--- config.mk ---
export PLATFORM = sky130hd
export DESIGN_NAME = byte_packet_bridge
export DESIGN_NICKNAME = d
export VERILOG_FILES = /design/src/rtl/bpb_pkg.sv /design/src/rtl/bpb_reset_sync.sv /design/src/rtl/bpb_beat_counter.sv /design/src/rtl/bpb_ingress.sv /design/src/rtl/bpb_egress.sv /design/src/rtl/byte_packet_bridge.sv
export SDC_FILE = /design/constraint.sdc
export NUM_CORES = 1
export LEC_CHECK = 0
export CAP_MARGIN = 25
export CORE_MARGIN = 10
export CORE_UTILIZATION = 56
export CTS_BUF_LIST = sky130_fd_sc_hd__clkbuf_16
export DETAILED_ROUTE_END_ITERATION = 7
export DONT_BUFFER_PORTS = 1
export HOLD_SLACK_MARGIN = 0.1
export PLACE_DENSITY = 0.75
export SYNTH_ARGS = -nofsm -noshare
export SYNTH_HDL_FRONTEND = slang
export SYNTH_SLANG_ARGS = --single-unit
--- constraint.sdc ---
create_clock -name clk -period 2.9 [get_ports clk]
set_input_delay 0.29 -clock clk [delete_from_list [all_inputs] [get_ports clk]]
set_output_delay 0.29 -clock clk [all_outputs]
set_load 0.1 [all_outputs]
--- src/rtl/bpb_pkg.sv ---
`timescale 1ns/1ps
package bpb_pkg;
  typedef enum logic [1:0] {
    IG_FILL = 2'd0,
    IG_REQ  = 2'd1,
    IG_DROP = 2'd2
  } ig_state_e;

  typedef enum logic {
    EG_SEND = 1'b0,
    EG_HOLD = 1'b1
  } eg_state_e;

  function automatic int unsigned cnt_width(input int unsigned n);
    return (n <= 2) ? 1 : $clog2(n);
  endfunction
endpackage

--- src/rtl/bpb_reset_sync.sv ---
`timescale 1ns/1ps
module bpb_reset_sync #(
  parameter int unsigned STAGES = 2
) (
  input  logic clk,
  input  logic arst_n,
  output logic srst_n
);
  logic [STAGES-1:0] chain_q;
  logic [STAGES-1:0] chain_d;

  always_comb chain_d = {chain_q[STAGES-2:0], 1'b1};

  always_ff @(posedge clk or negedge arst_n) begin
    if (!arst_n) chain_q <= '0;
    else         chain_q <= chain_d;
  end

  assign srst_n = chain_q[STAGES-1];
endmodule

--- src/rtl/bpb_beat_counter.sv ---
`timescale 1ns/1ps
module bpb_beat_counter #(
  parameter  int unsigned COUNT = 6,
  localparam int unsigned CW    = bpb_pkg::cnt_width(COUNT)
) (
  input  logic          clk,
  input  logic          rst_n,
  input  logic          step,
  output logic [CW-1:0] cnt,
  output logic          at_last
);
  localparam logic [CW-1:0] LAST = CW'(COUNT - 1);

  logic [CW-1:0] cnt_q;
  logic [CW-1:0] cnt_d;

  assign at_last = (cnt_q == LAST);

  always_comb begin
    cnt_d = cnt_q + 1'b1;
    if (at_last) cnt_d = '0;
  end

  always_ff @(posedge clk or negedge rst_n) begin
    if (!rst_n)    cnt_q <= '0;
    else if (step) cnt_q <= cnt_d;
  end

  assign cnt = cnt_q;
endmodule

--- src/rtl/bpb_ingress.sv ---
`timescale 1ns/1ps
module bpb_ingress #(
  parameter  int unsigned BYTES    = 6,
  parameter  int unsigned DEST_LSB = 40,
  parameter  int unsigned DEST_W   = 8,
  localparam int unsigned PKT_W    = BYTES * 8
) (
  input  logic              clk,
  input  logic              rst_n,
  input  logic              in_valid,
  input  logic [7:0]        in_data,
  output logic              in_ready,
  output logic              pkt_req,
  input  logic              pkt_ack,
  output logic              pkt_token,
  output logic [DEST_W-1:0] pkt_dest,
  output logic [PKT_W-1:0]  pkt_data
);
  import bpb_pkg::*;

  localparam int unsigned CW = cnt_width(BYTES);

  ig_state_e        state_q, state_d;
  logic [PKT_W-1:0] acc_q, acc_d;
  logic [PKT_W-1:0] pkt_q;
  logic [PKT_W-1:0] acc_shift;
  logic             take;
  logic             last_byte;
  logic             acc_en;
  logic             pkt_en;
  logic [CW-1:0]    beat;

  assign take = in_valid && (state_q == IG_FILL);

  bpb_beat_counter #(.COUNT(BYTES)) u_beats (
    .clk    (clk),
    .rst_n  (rst_n),
    .step   (take),
    .cnt    (beat),
    .at_last(last_byte)
  );

  // shift left by one byte and fill the low byte with the new one
  assign acc_shift = {acc_q[PKT_W-9:0], in_data};

  always_comb begin
    state_d = state_q;
    acc_d   = acc_shift;
    acc_en  = 1'b0;
    pkt_en  = 1'b0;
    unique case (state_q)
      IG_FILL: begin
        if (take) begin
          acc_en = 1'b1;
          if (last_byte) begin
            pkt_en  = 1'b1;
            acc_d   = '0;
            state_d = IG_REQ;
          end
        end
      end
      IG_REQ:  if (pkt_ack)  state_d = IG_DROP;
      IG_DROP: if (!pkt_ack) state_d = IG_FILL;
      default: state_d = IG_FILL;
    endcase
  end

  always_ff @(posedge clk or negedge rst_n) begin
    if (!rst_n) state_q <= IG_FILL;
    else        state_q <= state_d;
  end

  always_ff @(posedge clk or negedge rst_n) begin
    if (!rst_n)      acc_q <= '0;
    else if (acc_en) acc_q <= acc_d;
  end

  always_ff @(posedge clk or negedge rst_n) begin
    if (!rst_n)      pkt_q <= '0;
    else if (pkt_en) pkt_q <= acc_shift;
  end

  assign in_ready  = (state_q == IG_FILL);
  assign pkt_req   = (state_q == IG_REQ);
  assign pkt_data  = pkt_q;
  assign pkt_dest  = pkt_q[DEST_LSB +: DEST_W];
  assign pkt_token = 1'b0;
endmodule

--- src/rtl/bpb_egress.sv ---
`timescale 1ns/1ps
module bpb_egress #(
  parameter  int unsigned BYTES  = 6,
  localparam int unsigned WORD_W = BYTES * 8
) (
  input  logic              clk,
  input  logic              rst_n,
  input  logic              word_req,
  input  logic [WORD_W-1:0] word_data,
  output logic              word_ack,
  output logic              out_valid,
  input  logic              out_ready,
  output logic [7:0]        out_data
);
  import bpb_pkg::*;

  localparam int unsigned CW = cnt_width(BYTES);

  eg_state_e         state_q, state_d;
  logic              send;
  logic              last_byte;
  logic [CW-1:0]     beat;
  logic [WORD_W-1:0] shifted;

  assign out_valid = word_req && (state_q == EG_SEND);
  assign send      = out_valid && out_ready;

  bpb_beat_counter #(.COUNT(BYTES)) u_beats (
    .clk    (clk),
    .rst_n  (rst_n),
    .step   (send),
    .cnt    (beat),
    .at_last(last_byte)
  );

  assign shifted  = word_data >> {beat, 3'b000};
  assign out_data = shifted[7:0];

  always_comb begin
    state_d = state_q;
    unique case (state_q)
      EG_SEND: if (send && last_byte) state_d = EG_HOLD;
      EG_HOLD: if (!word_req)         state_d = EG_SEND;
      default: state_d = EG_SEND;
    endcase
  end

  always_ff @(posedge clk or negedge rst_n) begin
    if (!rst_n) state_q <= EG_SEND;
    else        state_q <= state_d;
  end

  assign word_ack = (state_q == EG_HOLD);
endmodule

--- src/rtl/byte_packet_bridge.sv ---
`timescale 1ns/1ps
module byte_packet_bridge #(
  parameter  int unsigned BYTES_PER_PKT = 6,
  parameter  int unsigned DEST_LSB      = 40,
  parameter  int unsigned DEST_W        = 8,
  localparam int unsigned PKT_W         = BYTES_PER_PKT * 8
) (
  input  logic              clk,
  input  logic              rst_n,
  input  logic              in_valid,
  input  logic [7:0]        in_data,
  output logic              in_ready,
  output logic              pkt_req,
  input  logic              pkt_ack,
  output logic              pkt_token,
  output logic [DEST_W-1:0] pkt_dest,
  output logic [PKT_W-1:0]  pkt_data,
  input  logic              word_req,
  output logic              word_ack,
  input  logic [PKT_W-1:0]  word_data,
  output logic              out_valid,
  input  logic              out_ready,
  output logic [7:0]        out_data
);
  logic core_rst_n;

  bpb_reset_sync #(.STAGES(2)) u_rst (
    .clk   (clk),
    .arst_n(rst_n),
    .srst_n(core_rst_n)
  );

  bpb_ingress #(
    .BYTES   (BYTES_PER_PKT),
    .DEST_LSB(DEST_LSB),
    .DEST_W  (DEST_W)
  ) u_ingress (
    .clk      (clk),
    .rst_n    (core_rst_n),
    .in_valid (in_valid),
    .in_data  (in_data),
    .in_ready (in_ready),
    .pkt_req  (pkt_req),
    .pkt_ack  (pkt_ack),
    .pkt_token(pkt_token),
    .pkt_dest (pkt_dest),
    .pkt_data (pkt_data)
  );

  bpb_egress #(.BYTES(BYTES_PER_PKT)) u_egress (
    .clk      (clk),
    .rst_n    (core_rst_n),
    .word_req (word_req),
    .word_data(word_data),
    .word_ack (word_ack),
    .out_valid(out_valid),
    .out_ready(out_ready),
    .out_data (out_data)
  );
endmodule

==> impl_summary.txt, run 1 <==
----------------------------------------------------
[Final layout]
  Final layout net count ... 361
  Core Util, Final ... 65.60%
  Layout fillers ... 522
  Fraction of final layout cells with drive strength greater than 1 ... 34.87%
  ANT cells ... 0
  Syn-to-layout area delta ... 14.91%

[STA]
  Slew at the pin with the worst max-slew slack ... 0.9676 ns
  Finish-stage setup viols ... 0
  Final Skew ... 0.006274 ns
  Final worst path period share ... 74.06%
  Headroom to the max-slew limit ... 35.50%
  Unrepaired setup endpoints after global routing ... no
  Max-slew violation count ... 0
  Worst path setup slack after routing ... 0.7524 ns
  Peak clock frequency supported by timing ... 465.6 MHz
  Final-layout worst hold slack ... 0.1136 ns
  Post-layout min period ... 2.148 ns
  Count of final hold-check violations ... 0
  Total Negative Setup Slacks ... 0 ns

[Yosys]
  Share of synthesized registers carrying an async set or reset ... 100.0%
  Most numerous cell in the Yosys netlist ... dfrtp_1
  Cell variety after synth ... 27
  Share of synthesized area occupied by flip-flops and latches ... 60.48%
  Register bit count reported by yosys ... 99
  Mapped Area ... 4096 um^2
  Mean post-synth cell area ... 14.32 um^2
  Number of warnings printed during yosys synthesis ... 0
  Top cell types by occurrence after synthesis ... 99 x dfrtp_1, 50 x mux2_2, 40 x a22o_1
  Cell type with the largest total area after synthesis ... dfrtp_1
  EDFF count, synth ... 0
  Most area-consuming cells after synthesis ... dfrtp_1 60%, mux2_2 14%, a22o_1 8.6%, mux2i_1 3.9%, mux2_1 2.5%
  Post-Synthesis Net Count ... 348
  Commonest register cell after synthesis ... dfrtp_1
  Mapped Cells ... 286
  Area share of the largest cell type after synthesis ... 60.48%

[Setup path]
  CP most frequent cell ... buf_4
  Data required, critical path ... 2.61 ns
  Arrival @ worst endpoint ... 1.86 ns
  Element type at the critical path end ... output pin
  Slowest cell on the critical path ... mux2_2
  Path type of the worst setup path ... reg2out
  Cell Chain, Critical Path ... buf_4, mux2_2, nand2_1, o221ai_2, buf_4
  Biggest fanout along the worst timing path ... 27
  CP startpoint kind ... flip-flop
  Highest cell delay on the worst timing path ... 0.38 ns

[Placed design]
  Detail Placement HPWL ... 6061 um
  Routability Congestion ... 0.7638
  Number of I/O port buffers ... 0
  Setup Slack @ Placement ... 0.8263 ns

[Global routing]
  Largest net degree at the start of global routing ... 57
  Global-route wire length before repair ... 13590 um
  Number of antenna violations at the first check in global routing ... 0
  Total congestion overflow after global routing ... 0
  Via count of the first global-routing pass ... 2438
  Combined global-route utilization of all metal layers ... 15.03%

[Clock tree]
  Buffer type at the clock tree root ... clkbuf_16
  Number of setup buffers added after CTS ... 0
  Clk Latency, worst-skew pair ... 0.33 ns
  Cts bufs inserted ... 9
  CTS tree ... built
  Number of buffers between clock root and the deepest sink ... 2
  Number of H-tree levels ... 3
  Clock transition time at the flip-flop clock pins of the worst setup and hold paths ... 0.06 ns
  Clock sink count ... 99

[Routing]
  Post-detailed-route wirelength per cell ... 21.02 um
  DRC violation total after the first TritonRoute iteration ... 72
  Per-cell via count in the routed design ... 5.747
  Detailed-route wire length ... 8471 um
  Vias ... 2316
  DRC violation count after routing ... 0
  Count of nets left with antenna violations after detail routing ... 0
  1st-pass router iterations ... 4

[Hold path]
  Min-Delay Path Class ... in2reg

[Floorplanning]
  Die Footprint ... 11140 um^2
  Width of the die ... 105.5 um
  Placement Rows ... 31
  Effective utilization at floorplan ... 57.09%
  Core area ... 7176 um^2
  Die Height ... 105.5 um
  Count of boundary I/O pins ... 131

[Job]
  Max-capacitance violation count ... 0

[Outcome]
  Run status ... finished clean

----------------------------------------------------
-- logic make-up (layout without fill, tap and decap cells) --
kind of cell / after synthesis / count (layout) / synth area share, %
flops: 99 / 99 / 60.48
buf+inv: 29 / 47 / 4.368
compound gates: 52 / 52 / 10.93
other cells: 2 / 2 / 0.1833
simple gates: 27 / 27 / 3.482
mux: 75 / 75 / 20.13
xor+xnor: 2 / 2 / 0.4277
-- worst max-delay path: cells and delay by family, from the launching register on --
kind / cells / cell delay [ns]
simple gates: 1 / 0.10
buf+inv: 2 / 0.61
flops: 1 / 0.32
mux: 1 / 0.38
compound gates: 1 / 0.10
-- final timing paths --
kind                                                          start                            endpoint  slack, ns  cells after the start
worst min-delay path                                        pkt_ack    u_ingress.state_q[1]$_DFFE_PN0P_       0.11                      1
min in group asynchronous                                     rst_n          u_rst.chain_q[0]$_DFF_PN0_       0.18                      1
worst max register to register     u_ingress.state_q[1]$_DFFE_PN0P_     u_ingress.acc_q[32]$_DFFE_PN0P_       0.80                      5
worst min register to register           u_rst.chain_q[0]$_DFF_PN0_          u_rst.chain_q[1]$_DFF_PN0_       0.36                      0
max in group asynchronous                u_rst.chain_q[1]$_DFF_PN0_  u_ingress.pkt_data[47]$_DFFE_PN0P_       1.71                      1
worst max-delay path            u_egress.u_beats.cnt[0]$_DFFE_PN0P_                         out_data[0]       0.75                      5
-- placed cells by master, fill, tap and decap left out, types with 3 or more instances in the layout --
cell | synthesis | layout
a22o_1 | 40 | 40
buf_4 | 12 | 17
clkbuf_16 | 0 | 9
clkinv_2 | 0 | 3
dfrtp_1 | 99 | 90
dfrtp_2 | 0 | 8
dlygate4sd3_1 | 0 | 12
mux2_1 | 9 | 9
mux2_2 | 50 | 50
mux2i_1 | 16 | 16
nand2_1 | 11 | 11
nand2b_1 | 4 | 4
nor2_1 | 5 | 3
o221ai_2 | 0 | 8
-- final cells by class --
class | count | area (um^2) | area share, %
tap | 99 | 123.9 | 2.632
clock buffer | 9 | 225.2 | 4.785
multi-input combinational | 158 | 1503 | 31.92
timing repair buffer | 30 | 267.8 | 5.688
sequential | 99 | 2491 | 52.92
clock inverter | 7 | 92.59 | 1.967
inverter | 1 | 3.754 | 0.07974
-- flip-flops by register name (all words and copies together) (netlist names) --
name,flops
u_ingress.pkt_data,48
u_ingress.acc_q,40
u_egress.u_beats.cnt,3
u_ingress.u_beats.cnt,3
u_ingress.state_q,2
u_rst.chain_q,2
u_egress.word_ack,1
-- through the flow --
step / instance area [um^2] / cells
after floorplan: 4098 / 286
after global placement: 4269 / 375
after detailed placement: 4269 / 375
after CTS: 4707 / 403
after global routing: 4707 / 403
final: 4707 / 403
-- timing repair --
item / in CTS / in global routing
hold buffers: 12 / 0
hold endpoints to repair: 21 / 0
gates resized for setup: 0 / 0
-- metal layers --
metal / wire, um / global-route usage (%) / vias up
li1: - / - / 1073
met5: 0 / 0 / -
met3: 792 / 7.125 / 8
met4: 87 / 5.319 / 0
met1: 3468 / 18.22 / 1162
met2: 4122 / 23.07 / 73
Power of run 1 is not shown: default switching activity piles up to over one toggle a cycle in this logic, so the estimate is an artifact.
==> run 2, diff against run 1 <==
--- a/config.mk
+++ b/config.mk
@@ -12,7 +12,7 @@
 export DETAILED_ROUTE_END_ITERATION = 7
 export DONT_BUFFER_PORTS = 1
 export HOLD_SLACK_MARGIN = 0.1
-export PLACE_DENSITY = 0.75
+export PLACE_DENSITY = 0.72
 export SYNTH_ARGS = -nofsm -noshare
 export SYNTH_HDL_FRONTEND = slang
 export SYNTH_SLANG_ARGS = --single-unit
==> constraint.sdc (replaced) <==
create_clock -name clk -period 2.07 [get_ports clk]
set_input_delay 0.207 -clock clk [delete_from_list [all_inputs] [get_ports clk]]
set_output_delay 0.207 -clock clk [all_outputs]
set_load 0.1 [all_outputs]
==> run 2 against run 1 <==
First-iteration DRC count is 17% higher. Clock skew is 0.0034 ns higher. Non-clock buffer count is 52 higher. Register-to-register slack worse by 0.64 ns. Utilization is 8.7 points higher. Setup slack worse by 0.64 ns. Die area stayed put. Routed wire length is 5.3% higher. Via count is 9.2% higher. Final area is 13% higher. Final cell count is 13% higher. Highest routed layer unchanged. Clock-buffer cell count stayed put.
==> impl_summary.txt, run 2 (synthesis gave the netlist of run 1 again) <==
----------------------------------------------------
[Floorplanning]
  Die Footprint ... 11140 um^2 (unchanged)
  Effective utilization at floorplan ... 57.09% (unchanged)
  Die Height ... 105.5 um (unchanged)
  Placement Rows ... 31 (unchanged)
  Core area ... 7176 um^2 (unchanged)
  Width of the die ... 105.5 um (unchanged)
  Count of boundary I/O pins ... 131 (unchanged)

[Global routing]
  Number of antenna violations at the first check in global routing ... 0 (unchanged)
  Via count of the first global-routing pass ... 2759 (was 2438)
  Total congestion overflow after global routing ... 0 (unchanged)
  Largest net degree at the start of global routing ... 55 (was 57)
  Combined global-route utilization of all metal layers ... 16.06% (was 15.03%)
  Global-route wire length before repair ... 14490 um (was 13590 um)

[Hold path]
  Min-Delay Path Class ... in2reg (unchanged)
  Hold wc startpoint ... out_ready (was pkt_ack)

[Setup path]
  Launch instance of the worst register-to-register path ... u_ingress.state_q[1]$_DFFE_PN0P_ (unchanged)
  Biggest fanout along the worst timing path ... 24 (was 27)
  Arrival @ worst endpoint ... 1.75 ns (was 1.86 ns)
  Path type of the worst setup path ... reg2out (unchanged)
  Data required, critical path ... 1.86 ns (was 2.61 ns)
  Critical path origin ... u_egress.u_beats.cnt[0]$_DFFE_PN0P_ (unchanged)
  CP startpoint kind ... flip-flop (unchanged)
  Element type at the critical path end ... output pin (unchanged)

[Routing]
  Post-detailed-route wirelength per cell ... 19.60 um (was 21.02 um)
  DRC violation count after routing ... 0 (unchanged)
  1st-pass router iterations ... 4 (unchanged)
  Vias ... 2529 (was 2316)
  Detailed-route wire length ... 8917 um (was 8471 um)
  DRC violation total after the first TritonRoute iteration ... 84 (was 72)
  Count of nets left with antenna violations after detail routing ... 0 (unchanged)
  Per-cell via count in the routed design ... 5.558 (was 5.747)

[Final layout]
  Post-route cell area ... 5330 um^2 (was 4707 um^2)
  ANT cells ... 0 (unchanged)
  Sequential standard cell area ... 2491 um^2 (unchanged)
  Most common cell after layout, fill and taps aside ... dfrtp_1 (unchanged)
  Syn-to-layout area delta ... 30.12% (was 14.91%)
  Final layout net count ... 413 (was 361)
  Footprint of the multi-input gates ... 1508 um^2 (was 1503 um^2)
  Top library cells by usage in the layout, fill and taps aside ... 90 x dfrtp_1, 50 x mux2_2, 50 x buf_4, 40 x a22o_1, 19 x buf_12 (was 90 x dfrtp_1, 50 x mux2_2, 40 x a22o_1, 17 x buf_4, 16 x mux2i_1)
  Flip-flop count of the largest register, all copies and words added ... 48 (unchanged)
  Core Util, Final ... 74.28% (was 65.60%)
  Layout fillers ... 482 (was 522)
  Fraction of final layout cells with drive strength greater than 1 ... 43.82% (was 34.87%)

[Placed design]
  Detail Placement HPWL ... 6295 um (was 6061 um)
  Number of I/O port buffers ... 0 (unchanged)
  Routability Congestion ... 0.7131 (was 0.7638)
  Placed instance area ... 4882 um^2 (was 4269 um^2)

[STA]
  Slew at the pin with the worst max-slew slack ... 0.5876 ns (was 0.9676 ns)
  Final Skew ... 0.009679 ns (was 0.006274 ns)
  Finish-stage setup viols ... 0 (unchanged)
  Max-slew violation count ... 0 (unchanged)
  Headroom to the max-slew limit ... 60.68% (was 35.50%)
  Post-layout min period ... 1.962 ns
  Total Negative Setup Slacks ... 0 ns (unchanged)
  Peak clock frequency supported by timing ... 509.7 MHz
  Unrepaired setup endpoints after global routing ... no (unchanged)
  Count of final hold-check violations ... 0 (unchanged)
  Final worst path period share ... 94.78%

[Clock tree]
  Clk Latency, worst-skew pair ... 0.34 ns (was 0.33 ns)
  Clock sink count ... 99 (unchanged)
  Clock transition time at the flip-flop clock pins of the worst setup and hold paths ... 0.06 ns (about the same)
  Number of H-tree levels ... 3 (unchanged)
  Number of buffers between clock root and the deepest sink ... 2 (unchanged)
  CTS tree ... built (unchanged)
  Buffer type at the clock tree root ... clkbuf_16 (unchanged)
  Cts bufs inserted ... 9 (unchanged)

[Outcome]
  Run status ... finished clean (unchanged)

[Job]
  Max-capacitance violation count ... 0 (unchanged)

----------------------------------------------------
[run 2: per-layer routing]
layer / GRT usage (%) / routed length (um)
met5: 0 / 0
met3: 5.725 / 730
met1: 18.60 / 3541
met4: 6.480 / 163
met2: 26.67 / 4481
[run 2: critical path: stages, from the launching register on]
cell and delay [ns]:
dfrtp_1 0.44, buf_12 0.22, mux2_2 0.35, nand2_1 0.08, o221ai_2 0.12, buf_12 0.21
[run 2: stage by stage]
step | cells | hold WS [ns] | setup WS (ns)
finish | 455 | 0.1288 | 0.1081
global route | 455 | 0.1452 | 0.02255
CTS | 455 | 0.1214 | 0.08783
detailed placement | 426 | -0.08853 | 0.1856
global placement | 426 | -0.08852 | 0.2434
floorplan | 286 | -0.08859 | 0.07805
[run 2: repair_timing]
| action | CTS | global route |
|---|---|---|
| hold buffers | 13 | 0 |
| buffers inserted | 0 | 0 |
| gates resized for setup | 0 | 0 |
| endpoints found under the hold margin | 22 | 0 |
[run 2: final timing paths]
check / slack (ns) / to / cells past startpoint
max reg2reg: 0.16 / u_ingress.pkt_data[32]$_DFFE_PN0P_ / 4
max: 0.11 / out_data[1] / 5
max in group asynchronous: 1.27 / u_ingress.acc_q[13]$_DFFE_PN0P_ / 1
min: 0.13 / u_egress.word_ack$_DFF_PN0_ / 3
min in group asynchronous: 0.18 / u_ingress.pkt_data[0]$_DFFE_PN0P_ / 0
min reg2reg: 0.18 / u_ingress.pkt_data[0]$_DFFE_PN0P_ / 0
[run 2: cell type report]
class | instances | area share (%)
tap | 99 | 2.324
clock inverter | 7 | 1.737
inverter | 1 | 0.07042
clock buffer | 9 | 4.225
timing repair buffer | 82 | 16.62
multi-input combinational | 158 | 28.29
sequential | 99 | 46.74
Power of run 2 is left out for the same reason.
==> run 3, diff against run 2 <==
--- a/config.mk
+++ b/config.mk
@@ -7,12 +7,14 @@
 export LEC_CHECK = 0
 export CAP_MARGIN = 25
 export CORE_MARGIN = 10
-export CORE_UTILIZATION = 56
+export CORE_UTILIZATION = 45
 export CTS_BUF_LIST = sky130_fd_sc_hd__clkbuf_16
+export CTS_CLUSTER_SIZE = 24
 export DETAILED_ROUTE_END_ITERATION = 7
 export DONT_BUFFER_PORTS = 1
 export HOLD_SLACK_MARGIN = 0.1
-export PLACE_DENSITY = 0.72
+export PLACE_DENSITY = 0.61
+export SLEW_MARGIN = 30
 export SYNTH_ARGS = -nofsm -noshare
 export SYNTH_HDL_FRONTEND = slang
 export SYNTH_SLANG_ARGS = --single-unit
==> run 3 against run 2 <==
Utilization shrank 14 points. Hold slack lost 0.0068 ns. Final area shrank 0.77%. Maximum frequency grew 2.8%. First-iteration DRC count grew 71%. Die area grew 20%. Clock skew shrank 0.0030 ns. Critical path type unchanged. Largest cell class unchanged. Highest routed layer unchanged.
==> impl_summary.txt, run 3 (synthesis gave the netlist of run 1 again) <==
----------------------------------------------------
[Placed design]
  Setup Slack @ Placement ... 0.2109 ns (was 0.1856 ns)
  Count of placed standard cells including taps ... 433 (was 426)
  Detail Placement HPWL ... 6528 um (was 6295 um)
  Number of I/O port buffers ... 0 (unchanged)
  Routability Congestion ... 0.7039 (was 0.7131)

[Setup path]
  Worst reg-to-reg setup slack ... 0.21 ns (was 0.16 ns)
  Critical path origin ... u_egress.u_beats.cnt[1]$_DFFE_PN0P_ (was u_egress.u_beats.cnt[0]$_DFFE_PN0P_)
  Cell Chain, Critical Path ... nand2b_1, o221ai_2, buf_12 (was buf_12, mux2_2, nand2_1, o221ai_2, buf_12)
  Top delay family on crit path ... flip-flops (unchanged)
  Data required, critical path ... 1.86 ns (about the same)
  End of the worst register-to-register path ... u_ingress.acc_q[39]$_DFFE_PN0P_ (was u_ingress.pkt_data[32]$_DFFE_PN0P_)
  Slowest cell on the critical path ... dfrtp_1 (unchanged)
  Path type of the worst setup path ... reg2out (unchanged)
  Highest cell delay on the worst timing path ... 0.40 ns (was 0.44 ns)
  CP startpoint kind ... flip-flop (unchanged)
  Biggest fanout along the worst timing path ... 9 (was 24)
  Launch instance of the worst register-to-register path ... u_ingress.state_q[1]$_DFFE_PN0P_ (unchanged)
  Element type at the critical path end ... output pin (unchanged)
  Number of cells on the worst reg-to-reg path ... 5 (was 4)
  Arrival @ worst endpoint ... 1.70 ns (was 1.75 ns)
  Worst path bufs/invs ... 1 (was 2)

[Clock tree]
  Cts bufs inserted ... 9 (unchanged)
  Clk Latency, worst-skew pair ... 0.34 ns (about the same)
  Number of H-tree levels ... 3 (unchanged)
  Buffer type at the clock tree root ... clkbuf_16 (unchanged)
  Clock sink count ... 99 (unchanged)
  Number of resized instances in the post-cts repair step ... 0 (unchanged)
  Number of buffers between clock root and the deepest sink ... 2 (unchanged)
  Clock transition time at the flip-flop clock pins of the worst setup and hold paths ... 0.06 ns (about the same)
  CTS tree ... built (unchanged)

[STA]
  Post-layout min period ... 1.909 ns (was 1.962 ns)
  Final Skew ... 0.006690 ns (was 0.009679 ns)
  Worst path setup slack after routing ... 0.1612 ns (was 0.1081 ns)
  Count of final hold-check violations ... 0 (unchanged)
  Slew at the pin with the worst max-slew slack ... 0.9570 ns (was 0.5876 ns)
  Total Negative Setup Slacks ... 0 ns (unchanged)
  Headroom to the max-slew limit ... 36.20% (was 60.68%)
  Max-slew violation count ... 0 (unchanged)
  Peak clock frequency supported by timing ... 523.9 MHz (was 509.7 MHz)
  Finish-stage setup viols ... 0 (unchanged)
  Final worst path period share ... 92.21% (was 94.78%)
  Unrepaired setup endpoints after global routing ... no (unchanged)
  Final-layout worst hold slack ... 0.1220 ns (was 0.1288 ns)

[Floorplanning]
  Count of boundary I/O pins ... 131 (unchanged)
  Width of the die ... 115.4 um (was 105.5 um)
  Die Footprint ... 13320 um^2 (was 11140 um^2)
  Die Height ... 115.4 um (was 105.5 um)
  Placement Rows ... 34 (was 31)
  Effective utilization at floorplan ... 46.52% (was 57.09%)
  Core area ... 8806 um^2 (was 7176 um^2)

[Outcome]
  Run status ... finished clean (unchanged)

[Hold path]
  Hold EP ... u_egress.word_ack$_DFF_PN0_ (unchanged)
  Hold-critical path depth ... 3 (unchanged)
  Min-Delay Path Class ... in2reg (unchanged)
  Hold wc startpoint ... out_ready (unchanged)

[Global routing]
  Total congestion overflow after global routing ... 0 (unchanged)
  Global-route wire length before repair ... 14340 um (was 14490 um)
  Combined global-route utilization of all metal layers ... 13.51% (was 16.06%)
  Via count of the first global-routing pass ... 2683 (was 2759)
  Number of antenna violations at the first check in global routing ... 0 (unchanged)
  Largest net degree at the start of global routing ... 43 (was 55)

[Job]
  Max-capacitance violation count ... 0 (unchanged)

[Routing]
  Detailed-route wire length ... 9025 um (was 8917 um)
  Vias ... 2495 (was 2529)
  1st-pass router iterations ... 4 (unchanged)
  Post-detailed-route wirelength per cell ... 19.53 um (was 19.60 um)
  Count of nets left with antenna violations after detail routing ... 0 (unchanged)
  DRC violation count after routing ... 0 (unchanged)
  Per-cell via count in the routed design ... 5.400 (was 5.558)
  DRC violation total after the first TritonRoute iteration ... 144 (was 84)

[Final layout]
  Flip-flop count of the largest register, all copies and words added ... 48 (unchanged)
  Syn-to-layout area delta ... 29.11% (was 30.12%)
  Final layout net count ... 411 (was 413)
  Layout fillers ... 667 (was 482)
  ANT cells ... 0 (unchanged)
  Most common cell after layout, fill and taps aside ... dfrtp_1 (unchanged)
  Top library cells by usage in the layout, fill and taps aside ... 90 x dfrtp_1, 50 x mux2_2, 49 x buf_4, 40 x a22o_1, 18 x buf_12 (was 90 x dfrtp_1, 50 x mux2_2, 50 x buf_4, 40 x a22o_1, 19 x buf_12)
  Finished Layout Cells ... 462 (was 455)
  Fraction of final layout cells with drive strength greater than 1 ... 43.22% (was 43.82%)

----------------------------------------------------
## run 3: layout make-up
cell class	count	area [um^2]	area share, %
clock inverter	7	67.56	1.278
timing repair buffer	80	858.3	16.23
sequential	99	2491	47.10
multi-input combinational	158	1508	28.51
tap	108	135.1	2.555
inverter	1	3.754	0.07097
clock buffer	9	225.2	4.258
## run 3: metrics by stage
stage          area, um^2  util (%)
2_1_floorplan        4158         -
3_3_place_gp         4866     55.26
3_5_place_dp         4866     55.26
4_1_cts              5289     60.06
5_1_grt              5289     60.06
6_report             5289     60.06
## run 3: worst max-delay path by stage
stage / to / slack, ns / depth (start not counted)
floorplan: out_data[0] / 0.08 / 4
global placement: u_ingress.pkt_data[47]$_DFFE_PN0P_ / 0.24 / 4
detailed placement: u_ingress.pkt_data[14]$_DFFE_PN0P_ / 0.21 / 4
CTS: out_data[0] / 0.12 / 3
global route: out_data[6] / 0.01 / 4
finish: out_data[0] / 0.16 / 3
## run 3: worst register-to-register path: stages, from the launching register on
cell and delay, ns:
dfrtp_1 0.41, or3b_2 0.52, buf_4 0.30, nor2_4 0.25, buf_12 0.17, a22o_1 0.15
## run 3: repair_timing
action / CTS / global route
hold buffers: 13 / 0
setup buffers: 0 / 0
endpoints found under the hold margin: 22 / 0
## run 3: layer usage
| layer | vias to the layer above | wire length, um | global-route usage [%] |
|---|---|---|---|
| met5 | - | 0 | 0 |
| met4 | 0 | 68 | 3.294 |
| met3 | 7 | 949 | 7.287 |
| met2 | 74 | 4303 | 20.02 |
| met1 | 1243 | 3703 | 16.97 |
| li1 | 1171 | - | - |
Power of run 3 is left out for the same reason.
